File: src/rtl/mbist_pkg.sv
package mbist_pkg;

  typedef enum logic [3:0] {
    ST_IDLE  = 4'd0,
    ST_WR0   = 4'd1,
    ST_SLP0  = 4'd2,
    ST_RD0   = 4'd3,
    ST_WR1   = 4'd4,
    ST_SLP1  = 4'd5,
    ST_RD1   = 4'd6,
    ST_FLUSH = 4'd7,
    ST_FIN   = 4'd8
  } mbist_state_e;

  localparam int ELEM_W = 3;

  // Step index reported for a state (only read passes matter for capture)
  function automatic logic [ELEM_W-1:0] step_index(mbist_state_e s);
    case (s)
      ST_WR0:  step_index = 3'd0;
      ST_SLP0: step_index = 3'd1;
      ST_RD0:  step_index = 3'd2;
      ST_WR1:  step_index = 3'd3;
      ST_SLP1: step_index = 3'd4;
      ST_RD1:  step_index = 3'd5;
      default: step_index = 3'd7;
    endcase
  endfunction

endpackage

File: src/rtl/mbist_addr_gen.sv
module mbist_addr_gen #(
  parameter int AW = 8
) (
  input  logic          clk,
  input  logic          rst_n,
  input  logic          load_lo,
  input  logic          load_hi,
  input  logic          step_up,
  input  logic          step_dn,
  output logic [AW-1:0] addr,
  output logic          at_max,
  output logic          at_min
);
  localparam logic [AW-1:0] ONE = AW'(1);

  always_ff @(posedge clk or negedge rst_n) begin
    if (!rst_n)       addr <= '0;
    else if (load_lo) addr <= '0;
    else if (load_hi) addr <= '1;
    else if (step_up) addr <= addr + ONE;
    else if (step_dn) addr <= addr - ONE;
  end

  assign at_max = &addr;
  assign at_min = ~|addr;
endmodule

File: src/rtl/mbist_ret_timer.sv
module mbist_ret_timer #(
  parameter int TW = 24
) (
  input  logic          clk,
  input  logic          rst_n,
  input  logic          capture,
  input  logic [TW-1:0] ret_i,
  input  logic          arm,
  input  logic          run,
  output logic          expired
);
  localparam logic [TW-1:0] ONE = TW'(1);

  logic [TW-1:0] ret_q;
  logic [TW-1:0] cnt_q;

  always_ff @(posedge clk or negedge rst_n) begin
    if (!rst_n)       ret_q <= ONE;
    else if (capture) ret_q <= (ret_i == '0) ? ONE : ret_i;
  end

  always_ff @(posedge clk or negedge rst_n) begin
    if (!rst_n)                   cnt_q <= '0;
    else if (arm)                 cnt_q <= ret_q - ONE;
    else if (run && cnt_q != '0)  cnt_q <= cnt_q - ONE;
  end

  assign expired = (cnt_q == '0);
endmodule

File: src/rtl/mbist_fail_log.sv
module mbist_fail_log #(
  parameter int AW = 8,
  parameter int DW = 16,
  parameter int EW = 3
) (
  input  logic          clk,
  input  logic          rst_n,
  input  logic          clear,
  input  logic          cmp_vld,
  input  logic [DW-1:0] cmp_exp,
  input  logic [AW-1:0] cmp_addr,
  input  logic [EW-1:0] cmp_elem,
  input  logic [DW-1:0] rdata,
  output logic          fail,
  output logic [AW-1:0] fail_addr,
  output logic [EW-1:0] fail_elem
);
  logic mismatch;
  assign mismatch = cmp_vld && (rdata != cmp_exp);

  always_ff @(posedge clk or negedge rst_n) begin
    if (!rst_n) begin
      fail      <= 1'b0;
      fail_addr <= '0;
      fail_elem <= '0;
    end else if (clear) begin
      fail      <= 1'b0;
      fail_addr <= '0;
      fail_elem <= '0;
    end else if (mismatch && !fail) begin
      fail      <= 1'b1;
      fail_addr <= cmp_addr;
      fail_elem <= cmp_elem;
    end
  end
endmodule

File: src/rtl/mbist_retention_ctrl.sv
module mbist_retention_ctrl
  import mbist_pkg::*;
#(
  parameter int          AW     = 8,
  parameter int          DW     = 16,
  parameter int          TW     = 24,
  parameter logic [DW-1:0] BG_PATTERN = '0
) (
  input  logic              clk,
  input  logic              rst_n,
  input  logic              start_i,
  input  logic [TW-1:0]     ret_cycles_i,
  output logic [AW-1:0]     mem_addr_o,
  output logic [DW-1:0]     mem_wdata_o,
  output logic              mem_we_o,
  output logic              mem_ce_o,
  input  logic [DW-1:0]     mem_rdata_i,
  output logic              done_o,
  output logic              fail_o,
  output logic [AW-1:0]     fail_addr_o,
  output logic [ELEM_W-1:0] fail_elem_o
);
  localparam logic [DW-1:0] BG_INV = ~BG_PATTERN;

  mbist_state_e state_q, state_d;

  logic load_lo, load_hi, step_up, step_dn;
  logic at_max, at_min;
  logic tmr_capture, tmr_arm, tmr_run, tmr_expired;
  logic [AW-1:0] addr;

  // read compare pipeline stage (one-cycle memory latency)
  logic              rd_vld_q;
  logic [AW-1:0]     rd_addr_q;
  logic [DW-1:0]     rd_exp_q;
  logic [ELEM_W-1:0] rd_elem_q;

  logic is_read, is_write;
  assign is_read  = (state_q == ST_RD0) || (state_q == ST_RD1);
  assign is_write = (state_q == ST_WR0) || (state_q == ST_WR1);

  always_comb begin
    state_d     = state_q;
    load_lo     = 1'b0;
    load_hi     = 1'b0;
    step_up     = 1'b0;
    step_dn     = 1'b0;
    tmr_capture = 1'b0;
    tmr_arm     = 1'b0;
    tmr_run     = 1'b0;
    case (state_q)
      ST_IDLE: if (start_i) begin
        state_d     = ST_WR0;
        load_lo     = 1'b1;
        tmr_capture = 1'b1;
      end
      ST_WR0: if (at_max) begin
        state_d = ST_SLP0;
        tmr_arm = 1'b1;
      end else step_up = 1'b1;
      ST_SLP0: if (tmr_expired) begin
        state_d = ST_RD0;
        load_lo = 1'b1;
      end else tmr_run = 1'b1;
      ST_RD0: if (at_max) begin
        state_d = ST_WR1;
        load_hi = 1'b1;
      end else step_up = 1'b1;
      ST_WR1: if (at_min) begin
        state_d = ST_SLP1;
        tmr_arm = 1'b1;
      end else step_dn = 1'b1;
      ST_SLP1: if (tmr_expired) begin
        state_d = ST_RD1;
        load_hi = 1'b1;
      end else tmr_run = 1'b1;
      ST_RD1: if (at_min) state_d = ST_FLUSH;
              else        step_dn = 1'b1;
      ST_FLUSH: state_d = ST_FIN;
      ST_FIN:   state_d = ST_IDLE;
      default:  state_d = ST_IDLE;
    endcase
  end

  always_ff @(posedge clk or negedge rst_n) begin
    if (!rst_n) state_q <= ST_IDLE;
    else        state_q <= state_d;
  end

  mbist_addr_gen #(.AW(AW)) u_addr (
    .clk(clk), .rst_n(rst_n),
    .load_lo(load_lo), .load_hi(load_hi),
    .step_up(step_up), .step_dn(step_dn),
    .addr(addr), .at_max(at_max), .at_min(at_min)
  );

  mbist_ret_timer #(.TW(TW)) u_timer (
    .clk(clk), .rst_n(rst_n),
    .capture(tmr_capture), .ret_i(ret_cycles_i),
    .arm(tmr_arm), .run(tmr_run), .expired(tmr_expired)
  );

  always_ff @(posedge clk or negedge rst_n) begin
    if (!rst_n) begin
      rd_vld_q  <= 1'b0;
      rd_addr_q <= '0;
      rd_exp_q  <= '0;
      rd_elem_q <= '0;
    end else begin
      rd_vld_q  <= is_read;
      rd_addr_q <= addr;
      rd_exp_q  <= (state_q == ST_RD0) ? BG_PATTERN : BG_INV;
      rd_elem_q <= step_index(state_q);
    end
  end

  mbist_fail_log #(.AW(AW), .DW(DW), .EW(ELEM_W)) u_log (
    .clk(clk), .rst_n(rst_n),
    .clear(tmr_capture),
    .cmp_vld(rd_vld_q), .cmp_exp(rd_exp_q),
    .cmp_addr(rd_addr_q), .cmp_elem(rd_elem_q),
    .rdata(mem_rdata_i),
    .fail(fail_o), .fail_addr(fail_addr_o), .fail_elem(fail_elem_o)
  );

  assign mem_addr_o  = addr;
  assign mem_ce_o    = is_read || is_write;
  assign mem_we_o    = is_write;
  assign mem_wdata_o = (state_q == ST_WR1) ? BG_INV : BG_PATTERN;
  assign done_o      = (state_q == ST_FIN);
endmodule

File: config.mk
export PLATFORM = sky130hd
export DESIGN_NAME = mbist_retention_ctrl
export DESIGN_NICKNAME = d
export VERILOG_FILES = /design/src/rtl/mbist_pkg.sv /design/src/rtl/mbist_addr_gen.sv /design/src/rtl/mbist_ret_timer.sv /design/src/rtl/mbist_fail_log.sv /design/src/rtl/mbist_retention_ctrl.sv
export SDC_FILE = /design/constraint.sdc
export NUM_CORES = 1
export LEC_CHECK = 0
export BUFFER_PORTS_ARGS = -buffer_cell sky130_fd_sc_hd__clkbuf_2
export CAP_MARGIN = 10
export CORE_MARGIN = 2
export CORE_UTILIZATION = 45
export DETAILED_ROUTE_END_ITERATION = 12
export GPL_TIMING_DRIVEN = 0
export MAX_ROUTING_LAYER = met4
export PLACE_DENSITY_LB_ADDON = 0.25
export SETUP_SLACK_MARGIN = 0.3
export SYNTH_ARGS = -nofsm -noshare
export SYNTH_HDL_FRONTEND = slang
export SYNTH_SLANG_ARGS = --single-unit
File: constraint.sdc
create_clock -name clk -period 7.48 [get_ports clk]
set_input_delay 0.748 -clock clk [delete_from_list [all_inputs] [get_ports clk]]
set_output_delay 0.748 -clock clk [all_outputs]
set_load 0.005 [all_outputs]
==> tab_implementation.tex <==
\begin{tabular}{lr}
\hline
Metric & Value \\
\hline
\multicolumn{2}{l}{\textbf{Status}} \\
\quad Result of the run & finished, final reports clean \\
\multicolumn{2}{l}{\textbf{Synth}} \\
\quad Async set-or-reset flop fraction in the synthesized netlist & 1.000 \\
\quad Mapped Nets & 555 \\
\quad Yosys synthesis warning count & 0 \\
\quad Post-Syn Instances & 504 \\
\quad Synthesized area per cell & about 10 um2 \\
\quad Netlist Area Pre-Place & approximately 5000 um2 \\
\quad Seq/Total Area, Yosys & 0.4275 \\
\quad Top flip-flop cell by instance count after synthesis & dfrtp\_1 \\
\quad Register bit count reported by yosys & 85 \\
\quad Number of unique standard cell types used by synthesis & 64 \\
\quad Number of synthesized flops with an enable pin & 0 \\
\multicolumn{2}{l}{\textbf{Clock tree}} \\
\quad Number of buffers inserted for hold repair after clock tree synthesis & 0 \\
\quad Clock Pin Slew Worst Setup and Hold Paths & 0.09 ns \\
\quad Number of H-tree levels & 3 \\
\quad Worst-Skew Late Latency & about 0.36 ns \\
\quad Setup fix buffers added after clock tree synthesis & 0 \\
\quad Number of sinks on the clock net & 85 \\
\quad Num CTS Buffers & 9 \\
\quad TritonCTS clock tree & built \\
\quad Max Buffers Root-to-Sink & 2 \\
\quad Clock root buffer master & clkbuf\_8 \\
\quad Resized Gates After CTS & 0 \\
\multicolumn{2}{l}{\textbf{GRT}} \\
\quad Global-route usage over all layers & 0.2278 \\
\quad Overflow left after global routing & 0 \\
\quad Pin count of the biggest net entering global routing & 45 \\
\quad Vias in the first global route & 4302 \\
\quad First-pass GRT wire length & 20.98 mm \\
\quad Number of antenna violations at the first check in global routing & 0 \\
\multicolumn{2}{l}{\textbf{Floorplan}} \\
\quad Height of the chip & about 110 um \\
\quad Standard-cell row count & 38 \\
\quad Area of the placeable core & $\sim$11000 um2 \\
\quad Initial Utilization & 0.4593 \\
\quad Area of the die & 11920 um2 \\
\quad Ports & 82 \\
\quad Die Wd & roughly 110 um \\
\multicolumn{2}{l}{\textbf{STA}} \\
\quad Worst-case clock skew & 0.008528 ns \\
\quad Unrepaired setup endpoints after global routing & no \\
\quad Setup TNS after final layout & 0 ns \\
\quad Max-slew violations & 0 \\
\quad Final Setup Violations & 0 \\
\quad Post-layout minimum cycle time & between 5 and 6 ns \\
\quad Final critical-path share of the clock period & 0.6841 \\
\quad Normalized max-slew margin & 0.1975 \\
\quad Achievable Freq & 0.1954 GHz \\
\quad Hold Vio Cnt, Final & 0 \\
\quad Tightest Pin Transition & 1.193 ns \\
\multicolumn{2}{l}{\textbf{Critical path}} \\
\quad Ordered cell list for the critical path & buf\_1 > or2\_2 > nor4\_1 > nor2\_1 > clkbuf\_1 > clkbuf\_1 > mux2i\_1 > ha\_1 > or3b\_2 > or3\_1 > clkbuf\_1 > o221ai\_1 > o21ai\_0 > or3b\_1 \\
\quad Largest driver fanout on the critical path & 10 \\
\quad Slowest cell on crit path & nor4\_1 \\
\quad CP dominant cell by count & clkbuf\_1 \\
\quad Largest stage delay on the critical path & 0.83 ns \\
\quad Endpoint required time on the critical path & slightly below 8 ns \\
\quad Critical path type & reg -> reg \\
\quad Arrival time at the worst endpoint & $\sim$5.4 ns \\
\quad Crit path capture type & register \\
\quad Crit path launch type & register \\
\multicolumn{2}{l}{\textbf{Drt}} \\
\quad Number of DRC violations after detailed-routing iteration 0 & 380 \\
\quad Mean routed wirelength per cell & 17.03 um \\
\quad Number of optimization iterations in the first detailed-route pass & 5 \\
\quad Routed WL & 12.65 mm \\
\quad Via-to-Cell Ratio & 6.118 \\
\quad Total number of vias & 4546 \\
\quad DRC violations left & 0 \\
\quad Antenna Violating Nets Remaining & 0 \\
\multicolumn{2}{l}{\textbf{Placed design}} \\
\quad Final GP Congestion & roughly 0.87 \\
\quad Detail Placement HPWL & 9.379 mm \\
\quad Port Buffers & 81 \\
\quad Placed insts & 727 \\
\multicolumn{2}{l}{\textbf{Layout}} \\
\quad Synth-to-layout area growth & 17.54\% \\
\quad Final standard cell count with taps included and fillers excluded & 743 \\
\quad Most frequent cells in the layout & dfrtp\_1 (84), clkbuf\_2 (80), nor2\_1 (28) \\
\quad Final net count & 649 \\
\quad Most frequent standard cell in the layout excluding fill and tap cells & dfrtp\_1 \\
\quad Number of antenna repair diodes & 0 \\
\quad Fraction of final layout cells sized beyond drive strength 1 & 0.2537 \\
\multicolumn{2}{l}{\textbf{Power and ir drop}} \\
\quad Worst IR Drop VDD & 0.2152 mV \\
\quad Power per cell area & approximately 420 nW/um2 \\
\quad Final Power & 2.483 mW \\
\quad Static leakage power & 2.455 nW \\
\multicolumn{2}{l}{\textbf{Hold path}} \\
\quad Tightest Hold Check Type & in -> async \\
\multicolumn{2}{l}{\textbf{Job}} \\
\quad Maxcap violations & 0 \\
\hline
\end{tabular}
==> registers in the layout (all words and copies together) (netlist names) <==
name	flops
rd_elem_q	3
rd_vld_q	1
u_timer.ret_q	24
rd_addr_q	8
u_addr.addr	8
state_q	4
u_log.fail	1
u_timer.cnt_q	24
u_log.fail_elem	3
u_log.fail_addr	8
rd_exp_q	1
==> cells by family (layout without fill, tap and decap cells) <==
group,after synthesis,after routing,synth area share
buffers and inverters,52,151,0.05177
and+or+nand+nor,197,197,0.2367
muxes,28,28,0.06308
xor gates and xnor gates,20,20,0.03519
DFF,85,85,0.4275
AOI/OAI and AO/OA,114,114,0.1641
adders and majority gates,8,8,0.02161
==> layout make-up <==
| class | count | area (um2) |
|---|---|---|
| fill | 986 | 4989 |
| tap | 140 | 175.2 |
| timing repair buffer | 83 | 442.9 |
| multi-input combinational | 367 | 2599 |
| inverter | 9 | 33.78 |
| buffer | 43 | 224.0 |
| clock buffer | 11 | 141.4 |
| clock inverter | 5 | 107.6 |
| sequential | 85 | 2128 |
==> cells in the mapped netlist, drive strengths merged (8+ instances only) <==
master,n,area share
dfrtp,84,0.42
nor2,28,0.021
nor4,26,0.033
mux2,24,0.055
clkbuf,22,0.017
buf,21,0.028
nor3,21,0.021
nand2,20,0.015
or3,20,0.026
a21oi,18,0.018
o31ai,18,0.028
xnor2,18,0.032
or4,17,0.027
o211ai,14,0.021
o21ai,14,0.014
nand4b,11,0.019
inv,9,0.0068
a31oi,8,0.010
nand3,8,0.0080
nand4,8,0.010
==> final timing paths <==
kind                                start           endpoint  slack, ns  cells past startpoint
max reg2reg                    state_q[2]  u_timer.cnt_q[16]       2.36                     14
min reg2reg                u_addr.addr[3]       rd_addr_q[3]       0.52                      0
max in group asynchronous           rst_n   u_timer.ret_q[0]       6.38                      2
max                            state_q[2]  u_timer.cnt_q[16]       2.36                     14
min                                 rst_n       rd_addr_q[4]       0.42                      1
min in group clk           u_addr.addr[3]       rd_addr_q[3]       0.52                      0
==> where the power goes <==
part           total, mW  switching (mW)  internal (mW)
clock network      0.402           0.169          0.233
logic               1.18           0.610          0.567
registers          0.904           0.233          0.671
total               2.48            1.01           1.47
==> stage by stage <==
step / cell area, um2 / util / setup WS [ns] / hold slack, ns
floorplan: 4979 / - / 2.339 / 0.4514
global placement: 5559 / 0.5128 / 1.373 / 0.5026
detailed placement: 5603 / 0.5169 / 2.412 / 0.5017
CTS: 5852 / 0.5398 / 2.361 / 0.4270
global route: 5852 / 0.5398 / 2.036 / 0.4525
finish: 5852 / 0.5398 / 2.363 / 0.4154
==> metal layers <==
metal  global-route usage  wire [um]  vias to the layer above
li1                     -          -                     2132
met1               0.3219       5980                     2200
met2               0.3452       5745                      200
met3              0.02989        774                       14
met4              0.06420        151                        0
met5                    -          0                        -
==> worst max-delay path: cells and delay by family, from the launching register on <==
family | cells | cell delay [ns]
and+or+nand+nor | 6 | 2.59
buffers and inverters | 4 | 1.13
DFF | 1 | 0.43
AOI/OAI and AO/OA | 2 | 0.40
muxes | 1 | 0.25
adders and majority gates | 1 | 0.20
Power figures use the tool's default switching activity.
